## config.mk

```make
export PLATFORM = sky130hd
export DESIGN_NAME = tdm_cascade_tx
export DESIGN_NICKNAME = d
export VERILOG_FILES = /design/src/rtl/tdm_cascade_pkg.sv /design/src/rtl/tdm_sclk_div.sv /design/src/rtl/tdm_slot_map.sv /design/src/rtl/tdm_budget.sv /design/src/rtl/tdm_word_hold.sv /design/src/rtl/tdm_cascade_tx.sv
export SDC_FILE = /design/constraint.sdc
export NUM_CORES = 1
export LEC_CHECK = 0
export ABC_CLOCK_PERIOD_IN_PS = 2450
export BUFFER_PORTS_ARGS = -buffer_cell sky130_fd_sc_hd__buf_2
export CAP_MARGIN = 0
export CORE_AREA = 3 3 123 125
export DETAILED_ROUTE_END_ITERATION = 7
export DIE_AREA = 0 0 126 128
export GPL_TIMING_DRIVEN = 0
export PLACE_DENSITY_LB_ADDON = 0.25
export SLEW_MARGIN = 20
export SYNTH_ARGS = -nofsm -noshare
export SYNTH_HDL_FRONTEND = slang
export SYNTH_SLANG_ARGS = --single-unit
```

## constraint.sdc

```tcl
create_clock -name clk -period 2.45 [get_ports clk]
set_input_delay 0.49 -clock clk [delete_from_list [all_inputs] [get_ports clk]]
set_output_delay 0.49 -clock clk [all_outputs]
set_load 0.01 [all_outputs]
```

## src/rtl/tdm_cascade_pkg.sv

```systemverilog
package tdm_cascade_pkg;

    typedef enum logic [1:0] {
        SEQ_IDLE = 2'd0,
        SEQ_RUN  = 2'd1,
        SEQ_TAIL = 2'd2
    } seq_state_e;

endpackage

```

## src/rtl/tdm_sclk_div.sv

```systemverilog
module tdm_sclk_div #(
    parameter int NUM_SEL = 4,
    localparam int SEL_W  = (NUM_SEL > 1) ? $clog2(NUM_SEL) : 1,
    localparam int CNT_W  = (NUM_SEL > 1) ? NUM_SEL - 1 : 1
) (
    input  logic             clk,
    input  logic             rst_n,
    input  logic             restart,
    input  logic             run,
    input  logic [SEL_W-1:0] sel,
    output logic             tick
);

    logic [CNT_W-1:0] cnt_d, cnt_q;
    logic [CNT_W:0]   span;
    logic [CNT_W:0]   reload_w;

    always_comb begin
        span     = (CNT_W+1)'(1) << sel;
        reload_w = span - (CNT_W+1)'(1);
        tick     = run && !restart && (cnt_q == '0);
        cnt_d    = cnt_q;
        if (restart) begin
            cnt_d = '0;
        end else if (run) begin
            if (cnt_q == '0) cnt_d = reload_w[CNT_W-1:0];
            else             cnt_d = cnt_q - CNT_W'(1);
        end else begin
            cnt_d = '0;
        end
    end

    always_ff @(posedge clk or negedge rst_n) begin
        if (!rst_n) cnt_q <= '0;
        else        cnt_q <= cnt_d;
    end

endmodule

```

## src/rtl/tdm_slot_map.sv

```systemverilog
module tdm_slot_map #(
    parameter int WORD_W  = 16,
    parameter int MAX_DEV = 8,
    localparam int DEV_W  = $clog2(MAX_DEV + 1),
    localparam int BPOS_W = $clog2(MAX_DEV * WORD_W + 1),
    localparam int IDX_W  = $clog2(WORD_W),
    localparam int EXT_W  = BPOS_W + DEV_W + 1
) (
    input  logic [BPOS_W-1:0] bpos,
    input  logic [DEV_W-1:0]  grp,
    input  logic [DEV_W-1:0]  pos,
    output logic              is_sync,
    output logic              drive,
    output logic [IDX_W-1:0]  bit_idx
);

    logic [EXT_W-1:0] bpos_e, base_e, offs_e;

    always_comb begin
        bpos_e  = EXT_W'(bpos);
        base_e  = EXT_W'(pos) * EXT_W'(WORD_W);
        is_sync = (bpos == '0);
        drive   = (pos < grp) && (bpos_e > base_e)
                  && (bpos_e <= base_e + EXT_W'(WORD_W));
        offs_e  = bpos_e - base_e - EXT_W'(1);
        bit_idx = IDX_W'(WORD_W - 1) - offs_e[IDX_W-1:0];
    end

endmodule

```

## src/rtl/tdm_budget.sv

```systemverilog
module tdm_budget #(
    parameter int WORD_W  = 16,
    parameter int MAX_DEV = 8,
    parameter int MAX_CH  = 6,
    parameter int PER_W   = 16,
    parameter int NUM_SEL = 4,
    localparam int DEV_W  = $clog2(MAX_DEV + 1),
    localparam int CH_W   = $clog2(MAX_CH + 1),
    localparam int SEL_W  = (NUM_SEL > 1) ? $clog2(NUM_SEL) : 1,
    localparam int NEED_W = $clog2((MAX_DEV * WORD_W + 1) * MAX_CH + 1),
    localparam int CMP_W  = (NEED_W > PER_W) ? NEED_W : PER_W
) (
    input  logic [DEV_W-1:0] grp,
    input  logic [CH_W-1:0]  nch,
    input  logic [SEL_W-1:0] sel,
    input  logic [PER_W-1:0] period,
    output logic             too_long
);

    logic [NEED_W-1:0] round_len;
    logic [NEED_W-1:0] need;
    logic [PER_W-1:0]  avail;

    always_comb begin
        round_len = NEED_W'(grp) * NEED_W'(WORD_W) + NEED_W'(1);
        need      = round_len * NEED_W'(nch);
        avail     = period >> sel;
        too_long  = CMP_W'(need) > CMP_W'(avail);
    end

endmodule

```

## src/rtl/tdm_word_hold.sv

```systemverilog
module tdm_word_hold #(
    parameter int WORD_W = 16,
    parameter int MAX_CH = 6,
    localparam int CH_W  = $clog2(MAX_CH + 1)
) (
    input  logic                     clk,
    input  logic                     rst_n,
    input  logic                     load,
    input  logic [MAX_CH*WORD_W-1:0] words_in,
    input  logic [CH_W-1:0]          sel,
    output logic [WORD_W-1:0]        word_out
);

    logic [WORD_W-1:0] words_d [MAX_CH];
    logic [WORD_W-1:0] words_q [MAX_CH];

    for (genvar c = 0; c < MAX_CH; c++) begin : g_chan
        always_comb begin
            words_d[c] = words_q[c];
            if (load) words_d[c] = words_in[c*WORD_W +: WORD_W];
        end

        always_ff @(posedge clk or negedge rst_n) begin
            if (!rst_n) words_q[c] <= '0;
            else        words_q[c] <= words_d[c];
        end
    end

    always_comb begin
        word_out = '0;
        for (int c = 0; c < MAX_CH; c++) begin
            if (sel == CH_W'(c)) word_out = words_q[c];
        end
    end

endmodule

```

## src/rtl/tdm_cascade_tx.sv

```systemverilog
module tdm_cascade_tx
    import tdm_cascade_pkg::*;
#(
    parameter int WORD_W  = 16,
    parameter int MAX_DEV = 8,
    parameter int MAX_CH  = 6,
    parameter int PER_W   = 16,
    parameter int NUM_SEL = 4,
    localparam int DEV_W  = $clog2(MAX_DEV + 1),
    localparam int CH_W   = $clog2(MAX_CH + 1),
    localparam int SEL_W  = (NUM_SEL > 1) ? $clog2(NUM_SEL) : 1,
    localparam int BPOS_W = $clog2(MAX_DEV * WORD_W + 1),
    localparam int IDX_W  = $clog2(WORD_W)
) (
    input  logic                     clk,
    input  logic                     rst_n,
    input  logic                     sample_stb,
    input  logic [MAX_CH*WORD_W-1:0] chan_data,
    input  logic [DEV_W-1:0]         grp_size,
    input  logic [DEV_W-1:0]         grp_pos,
    input  logic [CH_W-1:0]          chan_cnt,
    input  logic [SEL_W-1:0]         clk_sel,
    input  logic [PER_W-1:0]         period_mclk,
    output logic                     sdo,
    output logic                     sdo_en,
    output logic                     fsync,
    output logic                     ser_tick,
    output logic                     overrun
);

    typedef struct packed {
        seq_state_e        st;
        logic [BPOS_W-1:0] bpos;
        logic [CH_W-1:0]   rnd;
        logic [DEV_W-1:0]  grp;
        logic [DEV_W-1:0]  pos;
        logic [CH_W-1:0]   nch;
        logic [SEL_W-1:0]  sel;
        logic              sdo;
        logic              en;
        logic              fsync;
        logic              tick;
        logic              ovr;
    } seq_t;

    seq_t s_d, s_q;

    logic [DEV_W-1:0]  grp_c;
    logic [CH_W-1:0]   nch_c;
    logic              too_long;
    logic              tick;
    logic              map_sync;
    logic              map_drive;
    logic [IDX_W-1:0]  map_idx;
    logic [WORD_W-1:0] cur_word;
    logic [BPOS_W-1:0] rl_last;

    // Clamp the raw configuration to the supported range
    always_comb begin
        if (grp_size == '0)                       grp_c = DEV_W'(1);
        else if (grp_size > DEV_W'(MAX_DEV))      grp_c = DEV_W'(MAX_DEV);
        else                                      grp_c = grp_size;
        if (chan_cnt == '0)                       nch_c = CH_W'(1);
        else if (chan_cnt > CH_W'(MAX_CH))        nch_c = CH_W'(MAX_CH);
        else                                      nch_c = chan_cnt;
    end

    tdm_budget #(
        .WORD_W (WORD_W),
        .MAX_DEV(MAX_DEV),
        .MAX_CH (MAX_CH),
        .PER_W  (PER_W),
        .NUM_SEL(NUM_SEL)
    ) u_budget (
        .grp     (grp_c),
        .nch     (nch_c),
        .sel     (clk_sel),
        .period  (period_mclk),
        .too_long(too_long)
    );

    tdm_sclk_div #(
        .NUM_SEL(NUM_SEL)
    ) u_div (
        .clk    (clk),
        .rst_n  (rst_n),
        .restart(sample_stb),
        .run    (s_q.st != SEQ_IDLE),
        .sel    (s_q.sel),
        .tick   (tick)
    );

    tdm_word_hold #(
        .WORD_W(WORD_W),
        .MAX_CH(MAX_CH)
    ) u_hold (
        .clk     (clk),
        .rst_n   (rst_n),
        .load    (sample_stb),
        .words_in(chan_data),
        .sel     (s_q.rnd),
        .word_out(cur_word)
    );

    tdm_slot_map #(
        .WORD_W (WORD_W),
        .MAX_DEV(MAX_DEV)
    ) u_map (
        .bpos   (s_q.bpos),
        .grp    (s_q.grp),
        .pos    (s_q.pos),
        .is_sync(map_sync),
        .drive  (map_drive),
        .bit_idx(map_idx)
    );

    always_comb begin
        rl_last = BPOS_W'(s_q.grp) * BPOS_W'(WORD_W);
        s_d      = s_q;
        s_d.tick = 1'b0;
        if (sample_stb) begin
            // capture configuration and restart the frame
            s_d.st   = SEQ_RUN;
            s_d.bpos = '0;
            s_d.rnd  = '0;
            s_d.grp  = grp_c;
            s_d.pos  = grp_pos;
            s_d.nch  = nch_c;
            s_d.sel  = clk_sel;
            s_d.ovr  = too_long;
        end else if (tick) begin
            s_d.tick = 1'b1;
            unique case (s_q.st)
                SEQ_RUN: begin
                    s_d.fsync = map_sync;
                    s_d.en    = map_drive;
                    s_d.sdo   = map_drive & cur_word[map_idx];
                    if (s_q.bpos == rl_last) begin
                        s_d.bpos = '0;
                        if (s_q.rnd == s_q.nch - CH_W'(1)) s_d.st  = SEQ_TAIL;
                        else                               s_d.rnd = s_q.rnd + CH_W'(1);
                    end else begin
                        s_d.bpos = s_q.bpos + BPOS_W'(1);
                    end
                end
                SEQ_TAIL: begin
                    s_d.fsync = 1'b0;
                    s_d.en    = 1'b0;
                    s_d.sdo   = 1'b0;
                    s_d.st    = SEQ_IDLE;
                end
                default: s_d.st = SEQ_IDLE;
            endcase
        end
    end

    always_ff @(posedge clk or negedge rst_n) begin
        if (!rst_n) begin
            s_q       <= '0;
            s_q.st    <= SEQ_IDLE;
            s_q.grp   <= DEV_W'(1);
            s_q.nch   <= CH_W'(1);
        end else begin
            s_q <= s_d;
        end
    end

    assign sdo      = s_q.sdo;
    assign sdo_en   = s_q.en;
    assign fsync    = s_q.fsync;
    assign ser_tick = s_q.tick;
    assign overrun  = s_q.ovr;

endmodule

```

* Word level (Yosys, flattened, before mapping)
Index checks and enable logic that the tools add are counted.
** Storage, ports and cells
- Bits in registers :: 130
- Bits of input ports :: 128
- Output and inout port bits :: 5
- Word-level logic and storage cells :: 99
** Cells by class
- Add/subtract/negate cells :: 10
- Multiply operators :: 1
- $lt $le $gt $ge :: 7
- Equality and inequality tests :: 12
- Shift-type cells :: 2
- Multiplexer cells :: 27
- Bitwise gates (word level) :: 2
- Reduce and logical (&&, ||, !) cells :: 19
** Operators by type and width (number)
- $mux W16 :: 6
- $mux W13 :: 2
- $mux W3 :: 7
- $gt A10 B16 Y1 :: 1
- $shr A16 B2 Y16 :: 1
- $mux W11 :: 1
- $mul A10 B3 Y10 :: 1
- $reduce_bool A2 Y1 :: 5
- $add A8 B1 Y9 const B :: 1
- $add A8 B5 Y9 const B :: 1
- $le A8 B9 Y1 :: 1
- $logic_not A3 Y1 :: 3
- $sub A3 B1 Y3 const B :: 3
- $add A8 B1 Y8 const B :: 1
- $eq A8 B8 Y1 :: 1
- $gt A8 B8 Y1 :: 1
- $logic_not A8 Y1 :: 1
- $mux W4 :: 2
- $mux W8 :: 1
- $sub A4 B1 Y4 const B :: 2
- $eq A3 B2 Y1 const B :: 2
- $eq A3 B3 Y1 const B :: 2
- $mux W2 :: 3
- $ne A3 B3 Y1 const B :: 2
- other kinds (23) :: 29

* Depth between registers and ports, before layout
- Depth after elaboration :: 11
- Mapped depth :: 18
- Gate-level depth less buffers :: 18

* By module
A second synthesis with hierarchy kept.
** Second synthesis, totals
- Cells, all modules :: 620
- Area, all modules :: 7527.2 um^2
** Modules (own cells, without submodules)
- tdm_word_hold :: times used 1, cells each 317, area each 4519.3 um^2, sequential area each 2402.3 um^2
- tdm_cascade_tx :: times used 1, cells each 153, area each 1687.9 um^2, sequential area each 778.2 um^2
- tdm_budget :: times used 1, cells each 80, area each 733.2 um^2, sequential area each 0.0 um^2
- tdm_slot_map :: times used 1, cells each 54, area each 407.9 um^2, sequential area each 0.0 um^2
- tdm_sclk_div :: times used 1, cells each 16, area each 178.9 um^2, sequential area each 75.1 um^2

* Least setup slack after synthesis
Ideal clock, no wire load.
- Kind :: input-to-reg
- From :: input port chan_cnt[1]
- To :: register s_q, in the netlist overrun
- Library setup time :: 0.126 ns
- Arrival :: 3.043 ns
- Required time :: 2.324 ns
- Setup slack :: -0.719 ns
- Stages on the path :: 17
- Buffers on the path :: 0
- Path through :: nor2_1 -> o21ai_1 -> nand2b_1 -> fa_1 -> inv_1 -> ha_1 -> inv_1 -> fa_1 -> inv_1 -> ha_1 -> nand4_1 -> nor2_1 -> o21ai_0 -> nand2_1 -> a21oi_1 -> nor2_1 -> a221o_1
** On the way
- Cells in the longest elaborated chain, start to end :: 5
- Elaborated cells on any way between the ends :: 6
- Classes of those cells :: mul (1); order compare (2); mux (2); reduce/logical (1)
** Ends and longest elaborated chain
- start, declared :: line tdm_cascade_tx.sv:21 : input logic [CH_W-1:0] chan_cnt,
- $gt A3 B3 Y1 :: line tdm_cascade_tx.sv:64 : else if (chan_cnt > CH_W'(MAX_CH)) nch_c = CH_W'(MAX_CH);
- $mux W3 :: line tdm_cascade_tx.sv:64
- $mux W3 * :: line tdm_cascade_tx.sv:63 : if (chan_cnt == '0) nch_c = CH_W'(1);
- $mul A10 B3 Y10 * :: line tdm_budget.sv:26 : need = round_len * NEED_W'(nch);
- $gt A10 B16 Y1 * :: line tdm_budget.sv:28 : too_long = CMP_W'(need) > CMP_W'(avail);
- end, declared :: line tdm_cascade_tx.sv:46 : seq_t s_d, s_q;
Every way passes the cells marked *; elsewhere a longest branch is shown, timed or not.
A chain may end at the register's enable or synchronous reset.

* Worst setup path in the final report
Ends and elaborated chain as after synthesis.

==> results_dict.tcl <==
set metrics [dict create \
    status "finished with violations" \
    violations "setup timing" \
    synth_mux_area_share_pct 18.8 \
    path_delay_family "adder cells" \
    synthSimpleGateAreaFrac_pct 9.65 \
    crit_fanout 8 \
    drc 0 \
    mostFrequentLayoutCell "buf_2" \
    ys_types 62 \
    peakVddDrop_mv 0.516 \
    reg2reg_slack_ns -0.52 \
    synth_edf_count 0 \
    synthArstFlopShare_pct 100 \
    rows 43 \
    diodes 0 \
    grt-ovfl-total 0 \
    synthFlopType "dfrtp_1" \
    slew_headroom_pct 49.7 \
    antenna_found_initial 0 \
    dieArea_sq_um 16100 \
    clock_latency_ns 0.43 \
    worstReg2RegStart "s_q[19]$_DFFE_PN0P_" \
    portBuffers 132 \
    powerDensity_nw_per_um2 732 \
    synth_seq_cells 130 \
    area_growth_pct 23.7 \
    die_y_microns 128 \
    cts_buffers 17 \
    cp_cell_sequence "buf_4 -> nor2_4 -> o21ai_4 -> nand2b_4 -> fa_1 -> inv_1 -> ha_1 -> a21o_1 -> a21oi_2 -> xnor2_1 -> ha_1 -> and4_1 -> a31oi_1 -> nand2_1 -> nor2_1 -> a221o_1" \
    power_mw 6.54 \
    wl_met3_microns 1160 \
    p_leak_nw 4.04 \
    wl_per_cell_microns 18.9 \
    gp_congestion 0.876 \
    crit_type "input port to flop" \
    dr.max_layer_used "met4" \
    synthXorXnorAreaFrac_pct 2.79 \
    fin_ws_ns -0.539 \
    nets 974 \
    route.met2.wl_microns 8750 \
    hold_path_class "input port to asynchronous set/reset pin" \
    grt_pass1_vias 5982 \
    initial_core_util_pct 51.6 \
    synth-compound-area-share_pct 12.1 \
    start_kind "input port" \
    setup_tns_ns -1.06 \
    dp_hpwl_microns 14200 \
    cts_hold_repair.buffers 0 \
    clock-sinks 130 \
    setup.worst_path.end_class "flop" \
    clk_transition_reported_paths_ns 0.06 \
    grt_usage_pct 24.0 \
    antenna_left 0 \
    drtIter0Drc 368 \
    first_pass_iters 5 \
    vias 5819 \
    drv_cap 0 \
    slowest_delay_ns 0.57 \
    hold_viol 0 \
    worstReg2RegEnd "sdo$_DFFE_PN0P_" \
    nFillCells 1114 \
    drt-total-wl_microns 18900 \
    root_buffer "clkbuf_16" \
    fin_crit_ns 2.99 \
    worst_pin_slew_ns 0.754 \
    htreeDepth 4 \
    path_common_cell "ha_1" \
    worstPathRequired_ns 2.76 \
    yosys_warnings 0 \
    grt_max_degree 82 \
    drive_above_1_share_pct 38.3 \
    synth.avg_cell_area_sq_um 11.2 \
    max_freq_mhz 335 \
    core-area_sq_um 14000 \
    viasPerCell 5.83 \
    synth-seq-area-share_pct 45.1 \
    synth_area_sq_um 7220 \
    mostFrequentLayoutCells "129 x buf_2, 128 x dfrtp_1, 99 x mux2_2" \
    drt-met1-wl_microns 8600 \
    synth_top_family_by_area "multiplexers" \
    rsz0062_at_grt "true" \
    syn_inst 646 \
    period_share_pct 122 \
    setup_violations 2 \
    critical_path_buf_inv_count 2 \
    critPathArrivalTime_ns 3.29 \
    fin_skew_ns 0.00668 \
    syn-num-nets 815 \
    ff2ff_path_depth 10 \
    tritoncts "done" \
    die_w_microns 126 \
    synth_adder_area_share_pct 7.42 \
    slowest_stage "fa_1" \
    clk_path_buf_depth 2 \
    io_pins 133 \
    grt_pass1_wl_microns 30400 \
    finalMaxSlewViolations 0 \
]
==> final cells by class <==
class                   count  area [sq um]  area share [%]
multi-input cells         438          3770            42.2
flip-flops and latches    130          3260            36.5
repair buffers            140           768            8.60
clock buffers              19           433            4.85
well taps                 180           225            2.52
clock inverters            13           178            1.99
plain buffers              38           150            1.68
inverters                  40           150            1.68
==> layer usage <==
metal	track usage (%)	vias to the layer above
met4	8.58	0
met3	5.21	26
li1	-	2677
met5	0	-
met1	32.7	2886
met2	38.1	230
==> cells in the mapped netlist, types with 4 or more instances <==
| cell | n | area (sq um) |
|---|---|---|
| nand2_1 | 38 | 143 |
| mux2_2 | 99 | 1110 |
| xnor2_1 | 18 | 158 |
| o311ai_0 | 11 | 96.3 |
| a21o_1 | 6 | 45.0 |
| nand3_1 | 17 | 85.1 |
| o22ai_1 | 9 | 56.3 |
| ha_1 | 38 | 475 |
| nand2b_1 | 6 | 37.5 |
| inv_1 | 38 | 143 |
| clkbuf_1 | 33 | 124 |
| a2111oi_0 | 4 | 35.0 |
| mux4_2 | 10 | 225 |
| dfrtp_1 | 128 | 3200 |
| nor2b_1 | 20 | 125 |
| o21ai_0 | 17 | 85.1 |
| xor2_1 | 5 | 43.8 |
| a221oi_1 | 16 | 140 |
| and2_1 | 4 | 25.0 |
| a21oi_1 | 30 | 150 |
| nor3_1 | 11 | 55.1 |
| nor2_1 | 25 | 93.8 |
| buf_1 | 5 | 18.8 |
==> what timing repair did <==
action,in CTS,in global routing
gates cloned,0,0
buffers inserted,7,0
endpoints found under the setup margin,2,5
pin swaps,8,3
resized for setup,17,14
==> flip-flops by register name, indices dropped and copies added (netlist names) <==
name / cells
overrun: 1
fsync: 1
ser_tick: 1
s_q: 26
sdo: 1
sdo_en: 1
u_hold.words_q: 96
u_div.cnt_q: 3
==> logic make-up after synthesis <==
group,after synthesis
AOI/OAI and AO/OA,125
xor gates and xnor gates,23
DFF,130
muxes,111
buffers and inverters,78
adders and majority gates,41
and+or+nand+nor,138
==> worst max-delay path by stage <==
| stage | from | to | slack (ns) | depth (start not counted) |
|---|---|---|---|---|
| 3_5_place_dp | chan_cnt[2] | overrun$_DFFE_PN0P_ | -1.10 | 18 |
| 2_1_floorplan | chan_cnt[2] | overrun$_DFFE_PN0P_ | -0.61 | 17 |
| 5_1_grt | grp_size[2] | overrun$_DFFE_PN0P_ | -0.65 | 18 |
| 6_report | chan_cnt[1] | overrun$_DFFE_PN0P_ | -0.54 | 16 |
| 4_1_cts | grp_size[1] | overrun$_DFFE_PN0P_ | -0.52 | 18 |
| 3_3_place_gp | chan_cnt[2] | overrun$_DFFE_PN0P_ | -1.02 | 18 |
==> where the power goes <==
| group | total (mW) | internal [mW] | switching (mW) |
|---|---|---|---|
| logic | 1.38 | 0.637 | 0.744 |
| clock network | 2.61 | 1.62 | 0.995 |
| registers | 2.54 | 2.38 | 0.163 |
==> stage by stage <==
step	cells	setup WS, ns	util (%)	hold slack [ns]	area, sq um
after floorplan	646	-0.612	-	0.194	7270
after global placement	958	-1.02	58.3	0.459	8150
after detailed placement	959	-1.10	58.5	0.469	8190
after CTS	998	-0.520	63.5	0.135	8890
after global routing	998	-0.654	63.8	0.167	8930
final	998	-0.539	63.8	0.109	8930
(Power assumes the default switching activity.)
